--- src/rtl/ulc_pkg.sv ---
package ulc_pkg;
  typedef enum logic [1:0] {
    PATH_WIRE = 2'd0,
    PATH_LOOP = 2'd1,
    PATH_IR   = 2'd2
  } path_e;

  // idle level of the transmit pin for a given infrared selection
  function automatic logic idle_level(input logic ir);
    return ~ir;
  endfunction
endpackage

--- src/rtl/ulc_prescale.sv ---
module ulc_prescale #(
  parameter int DIV = 4
) (
  input  logic clk,
  input  logic rst,
  input  logic sel_div,
  input  logic tick_in,
  output logic tick_out
);
  generate
    if (DIV < 2) begin : g_pass
      always_ff @(posedge clk) begin
        if (rst) tick_out <= 1'b0;
        else     tick_out <= tick_in;
      end
    end else begin : g_div
      localparam int CW = $clog2(DIV);
      localparam logic [CW-1:0] LAST = CW'(DIV - 1);
      logic [CW-1:0] cnt;
      logic          sel_q;
      logic          wrap;

      assign wrap = tick_in && (cnt == LAST);

      always_ff @(posedge clk) begin
        if (rst) begin
          cnt      <= '0;
          sel_q    <= sel_div;
          tick_out <= 1'b0;
        end else begin
          tick_out <= tick_in && (!sel_q || cnt == LAST);
          if (tick_in) cnt <= (cnt == LAST) ? '0 : cnt + 1'b1;
          if (wrap)    sel_q <= sel_div;
        end
      end
    end
  endgenerate

  AST_EN_NEEDS_TICK: assert property (@(posedge clk) disable iff (rst)
    tick_out |-> $past(tick_in));
endmodule

--- src/rtl/ulc_ir_enc.sv ---
module ulc_ir_enc #(
  parameter int OVS         = 16,
  parameter int PULSE_TICKS = 3
) (
  input  logic clk,
  input  logic rst,
  input  logic samp_tick,
  input  logic bit_strobe,
  input  logic bit_in,
  output logic pulse
);
  localparam int PW = $clog2(OVS);
  localparam logic [PW-1:0] PH_LAST = PW'(OVS - 1);
  localparam logic [PW-1:0] PH_ON   = PW'(PULSE_TICKS);

  logic [PW-1:0] ph;
  logic          bit_q;

  always_ff @(posedge clk) begin
    if (rst) begin
      ph    <= '0;
      bit_q <= 1'b1;
    end else if (bit_strobe) begin
      ph    <= '0;
      bit_q <= bit_in;
    end else if (samp_tick) begin
      ph <= (ph == PH_LAST) ? '0 : ph + 1'b1;
    end
  end

  assign pulse = !bit_q && (ph < PH_ON);

  AST_ENC_ZERO_LIGHTS: assert property (@(posedge clk) disable iff (rst)
    (bit_strobe && !bit_in) |=> pulse);
endmodule

--- src/rtl/ulc_ir_dec.sv ---
module ulc_ir_dec #(
  parameter int OVS = 16
) (
  input  logic clk,
  input  logic rst,
  input  logic samp_tick,
  input  logic din,
  output logic bit_out
);
  localparam int CW = $clog2(OVS + 1);
  localparam logic [CW-1:0] HOLD = CW'(OVS);

  logic [CW-1:0] cnt;

  always_ff @(posedge clk) begin
    if (rst)                          cnt <= '0;
    else if (din)                     cnt <= HOLD;
    else if (samp_tick && cnt != '0)  cnt <= cnt - 1'b1;
  end

  assign bit_out = (cnt == '0);

  AST_DEC_PULSE_ZERO: assert property (@(posedge clk) disable iff (rst)
    din |=> !bit_out);
endmodule

--- src/rtl/uart_line_ctl.sv ---
module uart_line_ctl
  import ulc_pkg::*;
#(
  parameter int OVS         = 16,
  parameter int PULSE_TICKS = 3,
  parameter int PRE_DIV     = 4
) (
  input  logic clk,
  input  logic rst,
  input  logic soft_rst,
  input  logic strap_ir,
  input  logic ir_wr,
  input  logic ir_wdata,
  input  logic loop_en,
  input  logic xon_any_en,
  input  logic ir_rx_inv,
  input  logic pre_div4,
  input  logic tick_in,
  input  logic samp_tick,
  input  logic rx_pin,
  input  logic tx_ser,
  input  logic tx_bit_strobe,
  input  logic rx_char,
  input  logic xoff_seen,
  input  logic xon_seen,
  output logic tx_pin,
  output logic rx_to_rcv,
  output logic baud_en,
  output logic tx_halt,
  output logic ir_mode
);
  logic  ir_en;
  logic  enc_pulse;
  logic  dec_bit;
  logic  dec_in;
  logic  resume;
  path_e path;

  // infrared selection: strap on any reset, software afterwards
  always_ff @(posedge clk) begin
    if (rst || soft_rst) ir_en <= strap_ir;
    else if (ir_wr)      ir_en <= ir_wdata;
  end
  assign ir_mode = ir_en;

  always_comb begin
    if (loop_en)    path = PATH_LOOP;
    else if (ir_en) path = PATH_IR;
    else            path = PATH_WIRE;
  end

  assign dec_in = rx_pin ^ ir_rx_inv;

  ulc_ir_enc #(.OVS(OVS), .PULSE_TICKS(PULSE_TICKS)) u_enc (
    .clk(clk), .rst(rst), .samp_tick(samp_tick),
    .bit_strobe(tx_bit_strobe), .bit_in(tx_ser), .pulse(enc_pulse)
  );

  ulc_ir_dec #(.OVS(OVS)) u_dec (
    .clk(clk), .rst(rst), .samp_tick(samp_tick),
    .din(dec_in), .bit_out(dec_bit)
  );

  ulc_prescale #(.DIV(PRE_DIV)) u_pre (
    .clk(clk), .rst(rst), .sel_div(pre_div4),
    .tick_in(tick_in), .tick_out(baud_en)
  );

  always_ff @(posedge clk) begin
    if (rst) begin
      tx_pin    <= idle_level(strap_ir);
      rx_to_rcv <= 1'b1;
    end else begin
      case (path)
        PATH_LOOP: begin
          tx_pin    <= idle_level(ir_en);
          rx_to_rcv <= tx_ser;
        end
        PATH_IR: begin
          tx_pin    <= enc_pulse;
          rx_to_rcv <= dec_bit;
        end
        default: begin
          tx_pin    <= tx_ser;
          rx_to_rcv <= rx_pin;
        end
      endcase
    end
  end

  // flow-control halt: a stop character outranks any resume
  assign resume = xon_seen || (xon_any_en && rx_char);

  always_ff @(posedge clk) begin
    if (rst)            tx_halt <= 1'b0;
    else if (xoff_seen) tx_halt <= 1'b1;
    else if (resume)    tx_halt <= 1'b0;
  end

  AST_SOFT_RELOAD: assert property (@(posedge clk) disable iff (rst)
    soft_rst |=> ir_mode == $past(strap_ir));
  AST_LOOP_TX_IDLE: assert property (@(posedge clk) disable iff (rst)
    loop_en |=> tx_pin == !$past(ir_mode));
  AST_HALT_SET: assert property (@(posedge clk) disable iff (rst)
    xoff_seen |=> tx_halt);
  AST_ANY_RESUME: assert property (@(posedge clk) disable iff (rst)
    (xon_any_en && rx_char && !xoff_seen) |=> !tx_halt);
  AST_HALT_HOLD: assert property (@(posedge clk) disable iff (rst)
    (!xon_seen && !xoff_seen && !(xon_any_en && rx_char)) |=> $stable(tx_halt));
endmodule

--- config.mk ---
export PLATFORM = sky130hd
export DESIGN_NAME = uart_line_ctl
export DESIGN_NICKNAME = d
export VERILOG_FILES = /design/src/rtl/ulc_pkg.sv /design/src/rtl/ulc_prescale.sv /design/src/rtl/ulc_ir_enc.sv /design/src/rtl/ulc_ir_dec.sv /design/src/rtl/uart_line_ctl.sv
export SDC_FILE = /design/constraint.sdc
export NUM_CORES = 1
export LEC_CHECK = 0
export ABC_CLOCK_PERIOD_IN_PS = 2000
export CORE_MARGIN = 1
export CORE_UTILIZATION = 49
export DETAILED_ROUTE_END_ITERATION = 6
export GPL_ROUTABILITY_DRIVEN = 0
export MAX_ROUTING_LAYER = met4
export PLACE_DENSITY_LB_ADDON = 0.1
export SETUP_SLACK_MARGIN = 0.1
export SLEW_MARGIN = 10
export SYNTH_ARGS = -nofsm -noshare
export SYNTH_HDL_FRONTEND = slang
export SYNTH_SLANG_ARGS = --single-unit
--- constraint.sdc ---
create_clock -name clk -period 2 [get_ports clk]
set_input_delay 0.4 -clock clk [delete_from_list [all_inputs] [get_ports clk]]
set_output_delay 0.4 -clock clk [all_outputs]
set_load 0.005 [all_outputs]
Word level (Yosys, flattened, before mapping)
Index checks and enable logic that the tools add are counted.
{"block": "word_totals", "regBits": 18, "in_bits": 18, "out_inout_bits": 5}
{"block": "classes", "muxes": 15, "order_cmp": 1, "n_bitwise": 3, "add_sub_neg": 3, "n_eq_ne": 4, "n_reduce_logical": 18}
{"operator": "$mux W5", "n": 2}
{"operator": "$reduce_bool A2 Y1", "n": 4}
{"operator": "$mux W1", "n": 7}
{"operator": "$mux W2", "n": 3}
{"operator": "$logic_and A1 B1 Y1", "n": 5}
{"operator": "$logic_not A5 Y1", "n": 1}
{"operator": "$reduce_bool A5 Y1", "n": 1}
{"operator": "$sub A5 B1 Y5 const B", "n": 1}
{"operator": "$add A4 B1 Y4 const B", "n": 1}
{"operator": "$eq A2 B2 Y1 const B", "n": 2}
{"operator": "$eq A4 B4 Y1 const B", "n": 1}
{"operator": "$lt A4 B2 Y1 const B", "n": 1}
{"operator": "$mux W4", "n": 1}
{"operator": "$pmux W1 S2", "n": 2}
{"operator": "$reduce_or A2 Y1", "n": 2}
{"operator": "$logic_or A1 B1 Y1", "n": 3}
{"operator": "$add A2 B1 Y2 const B", "n": 1}
{"operator": "$eq A2 B1 Y1 const B", "n": 1}
{"operator": "$logic_not A1 Y1", "n": 2}
{"operator": "$not A1 Y1", "n": 2}
{"operator": "$xor A1 B1 Y1", "n": 1}

Longest topological paths before layout
{"block": "logic_depth", "depth_word": 5, "mapped_depth": 5}

Modules after synthesis
A second synthesis with hierarchy kept.
{"block": "hier_totals", "hier_cells": 84, "area_unflattened_um2": 817.0}
{"mod": "ulc_ir_dec", "cells_each": 29, "area_each_um2": 249.0, "seq_area_each_um2": 100.1, "n_inst": 1}
{"mod": "ulc_ir_enc", "cells_each": 22, "area_each_um2": 215.2, "seq_area_each_um2": 100.1, "n_inst": 1}
{"mod": "uart_line_ctl", "cells_each": 20, "area_each_um2": 191.4, "seq_area_each_um2": 90.1, "n_inst": 1}
{"mod": "ulc_prescale", "cells_each": 13, "area_each_um2": 161.4, "seq_area_each_um2": 90.1, "n_inst": 1}

Least setup slack after synthesis
OpenSTA, ideal clock, no wires.
{"block": "synth_timing", "kind": "register -> register", "startpoint": "register u_dec.cnt[0]", "endpoint": "register u_dec.cnt[0]", "stages_incl_launch_ff": 6, "n_path_buf": 0, "synth_period_minus_slack_ns": 1.368, "t_arrival_ns": 1.298, "setup_ns": 0.070, "slack_ns": 0.632, "required_ns": 1.930, "path_cell_list": "dfxtp_1 > inv_1 > ha_1 > or4b_1 > a21o_1 > a21oi_1"}
{"block": "synth_between", "elab_chain_len": 2, "elab_cells_between_ends": 3, "cone_classes": "1 x add/sub; 2 x reduce/logical"}
{"item": "start, declared", "line_no": "ulc_ir_dec.sv:13", "source": "logic [CW-1:0] cnt;"}
{"item": "start signal, assigned", "line_no": "ulc_ir_dec.sv:18", "source": "else if (samp_tick && cnt != '0) cnt <= cnt - 1'b1;"}
{"item": "parallel branches: the longest is 2 deep, another holds $sub A5 B1 Y5"}
Parallel ways; which one is timed is not known.
A chain may end at the register's enable or synchronous reset.

Final worst setup path
{"block": "layout_timing", "startpoint": "register ir_en, in the netlist ir_mode", "endpoint": "output port ir_mode"}
{"item": "start, declared", "line_no": "uart_line_ctl.sv:32", "source": "logic ir_en;"}
{"item": "start signal, assigned", "line_no": "uart_line_ctl.sv:41", "source": "if (rst || soft_rst) ir_en <= strap_ir;"}
{"item": "start signal, assigned", "line_no": "uart_line_ctl.sv:42", "source": "else if (ir_wr) ir_en <= ir_wdata;"}
{"item": "end, declared", "line_no": "uart_line_ctl.sv:30", "source": "output logic ir_mode"}
No word-level cell between the ends.

==> results.toml <==
[run_status]
status = "finished, final reports clean"

[worst_setup_path]
slowest_stage = "clkdlybuf4s50_1"
startpoint = "ir_mode$_DFFE_PP_"
crit_cells = 1
ff2ff_path_depth = 5
cp_data_arrival_time_ns = 1.27
cp_top_family = "buffers and inverters"
critical_path.max_stage_delay_ns = 0.53
critPathKind = "reg -> out"
path_cells = "clkdlybuf4s50_1"
critPathMaxFanout = 5
cp-end-kind = "output pin"
worst-path-buf-inv = 1
crit_path_end = "ir_mode"
cp-start-kind = "register"
cp_data_required_time_ns = 1.60
r2r-start = "u_dec.cnt[0]$_SDFFE_PP0P_"
r2r_slack_ns = 0.52
timing.rr.end = "rx_to_rcv$_SDFF_PP1_"

[logic_synthesis]
syn_nets = 107
synthCells = 86
synth.ff_latch_count = 18
yosys_warnings = 0
synth_area_um2 = 806
synthArstFlopShare = 0
synth_seq_area_share = 0.472
yosysUniqueCellTypes = 32
synth-edff-count = 2
avgSynthCellArea_um2 = 9.37
synth_top_flop_cell = "dfxtp_1"

[sta]
finClkSkew_ns = 0.00164
rsz0062_at_grt = "no"
post-route-period-util = 0.833
post-route-min-period_ns = 1.67
tightestPinTransition_ns = 0.511
fmax_mhz = 601
timing.hold.ws_ns = 0.494
slew_headroom = 0.654
hold_viol_final = 0
slew_viol_final = 0
tns_ns = 0
setup_viol = 0

[clocking]
cts_root_buf = "clkbuf_4"
h-tree-depth = 1
cts.reportedPaths.clkPinSlew_ns = 0.11
cts_made_buffers = 3
cts_sinks = 18
cts_setup_buffers = 0
clkLatencyLatePin_ns = 0.30
hold_buffers = 0
post_cts_resized = 0
cts_tree = "yes"
clockBufferDepth = 2

[run]
maxCapViolCount = 0

[floorplan]
die-width_um = 42.6
row_count = 14
start_util = 0.529
dieArea_um2 = 1810
fp.dieH_um = 42.6
io_pins = 23
core_area_um2 = 1520

[route]
vias_per_cell = 5.71
wl_um = 1590
wl_per_cell_um = 12.6
drc = 0
drt_pass1_iterations = 4
vias = 725
first_iter_violations = 11
drtAntennaViolNets = 0

[global_route]
grt_pass1_vias = 685
antenna_found_initial = 0
grt.total_usage = 0.213
grt_max_degree = 12
grt_overflow_total = 0
grt_pass1_wl_um = 2830

[place]
port_buffers = 22
post_dp_cell_area_um2 = 1050
dp_hpwl_um = 1180
place_inst = 123

[layout]
syn_to_final_growth_pct = 34.8
final_area_um2 = 1090
n_fill_cell = 121
drive_above_1_share = 0.0541
antenna_cells = 0
fin_nets = 133
finalNonFillerCells = 127

[power]
power_mw = 0.777
pwr_density_cell_nw_per_um2 = 715
p_leak_nw = 0.418
ir_worst_vdd_uv = 453

[hold_path]
hold_path_class = "reg -> reg"
layer usage:
metal | GRT usage | share of wire
met5 | - | 0
met2 | 0.351 | 0.51
met3 | 0.0388 | 0.036
met1 | 0.246 | 0.44
met4 | 0.113 | 0.015
per-stage QoR:
step,util,worst slack [ns]
final,0.713,0.335
after global routing,0.713,0.283
after CTS,0.713,0.315
after detailed placement,0.689,0.142
after global placement,0.689,0.182
after floorplan,-,0.632
power by group:
group / switching [mW] / total, mW / internal [mW] / leakage [nW]
sequential: 0.0155 / 0.405 / 0.390 / 0.152
clock: 0.118 / 0.229 / 0.111 / 0.0210
combinational: 0.0579 / 0.142 / 0.0846 / 0.245
cells in the final DEF (no fill, tap or decap), types with 2 or more instances in the layout:
cell type,n
nor2_1,7
buf_4,2
o21ai_0,3
mux2i_1,2
nor2b_1,3
inv_1,4
nand2b_1,2
nor3_1,3
nand2_1,5
clkbuf_4,3
a21oi_1,6
ha_1,3
clkdlybuf4s50_1,22
a21o_1,2
or3_1,3
or4b_1,2
dfxtp_1,16
nand3_1,3
xnor2_1,2
edfxtp_1,2
nor3b_1,2
cell usage after synthesis, drive strengths merged, types with 2 or more instances:
library cell | instances | area, um2
nor3 | 3 | 15.0
nor2b | 3 | 18.8
nor3b | 2 | 15.0
inv | 4 | 15.0
or3 | 3 | 18.8
ha | 3 | 37.5
clkbuf | 3 | 11.3
xnor2 | 2 | 17.5
a21oi | 6 | 30.0
mux2i | 2 | 20.0
dfxtp | 16 | 320
nand2b | 2 | 12.5
o21ai | 3 | 15.0
edfxtp | 2 | 60.1
or4b | 2 | 20.0
nand2 | 5 | 18.8
nor2 | 7 | 26.3
nand3 | 3 | 15.0
a21o | 2 | 15.0
worst min-delay path by stage:
| stage | slack, ns | end | startpoint | cells past startpoint |
|---|---|---|---|---|
| detailed placement | 0.47 | u_dec.cnt[4]$_SDFFE_PP0P_ | u_dec.cnt[4]$_SDFFE_PP0P_ | 2 |
| floorplan | 0.46 | u_dec.cnt[4]$_SDFFE_PP0P_ | u_dec.cnt[4]$_SDFFE_PP0P_ | 2 |
| finish | 0.49 | u_dec.cnt[4]$_SDFFE_PP0P_ | u_dec.cnt[4]$_SDFFE_PP0P_ | 2 |
| global placement | 0.48 | u_dec.cnt[4]$_SDFFE_PP0P_ | u_dec.cnt[4]$_SDFFE_PP0P_ | 2 |
| global route | 0.55 | tx_halt$_SDFFE_PP0P_ | tx_halt$_SDFFE_PP0P_ | 2 |
| CTS | 0.49 | u_dec.cnt[4]$_SDFFE_PP0P_ | u_dec.cnt[4]$_SDFFE_PP0P_ | 2 |
sequential cells by signal, summed over array words and instances (netlist names):
name / cells
u_dec.cnt: 5
u_enc.ph: 4
u_pre.g_div.cnt: 2
ir_mode: 1
rx_to_rcv: 1
tx_halt: 1
tx_pin: 1
u_enc.bit_q: 1
u_pre.g_div.sel_q: 1
u_pre.tick_out: 1
kinds of logic (layout without fill, tap and decap cells):
logic type,after synthesis,after routing,share of synthesized area
AOI/OAI and AO/OA,19,19,0.155
DFF,18,18,0.472
xor gates and xnor gates,3,3,0.0326
buffers and inverters,7,32,0.0326
adders and majority gates,3,3,0.0466
and+or+nand+nor,34,34,0.236
muxes,2,2,0.0248
final cells by class:
cell class | count | area [um2] | area share
clock buffers | 4 | 36.3 | 0.0334
well taps | 16 | 20.0 | 0.0184
inverters | 4 | 15.0 | 0.0138
multi-input cells | 61 | 399 | 0.368
repair buffers | 24 | 235 | 0.217
flip-flops and latches | 18 | 380 | 0.350
(Power assumes the default switching activity.)
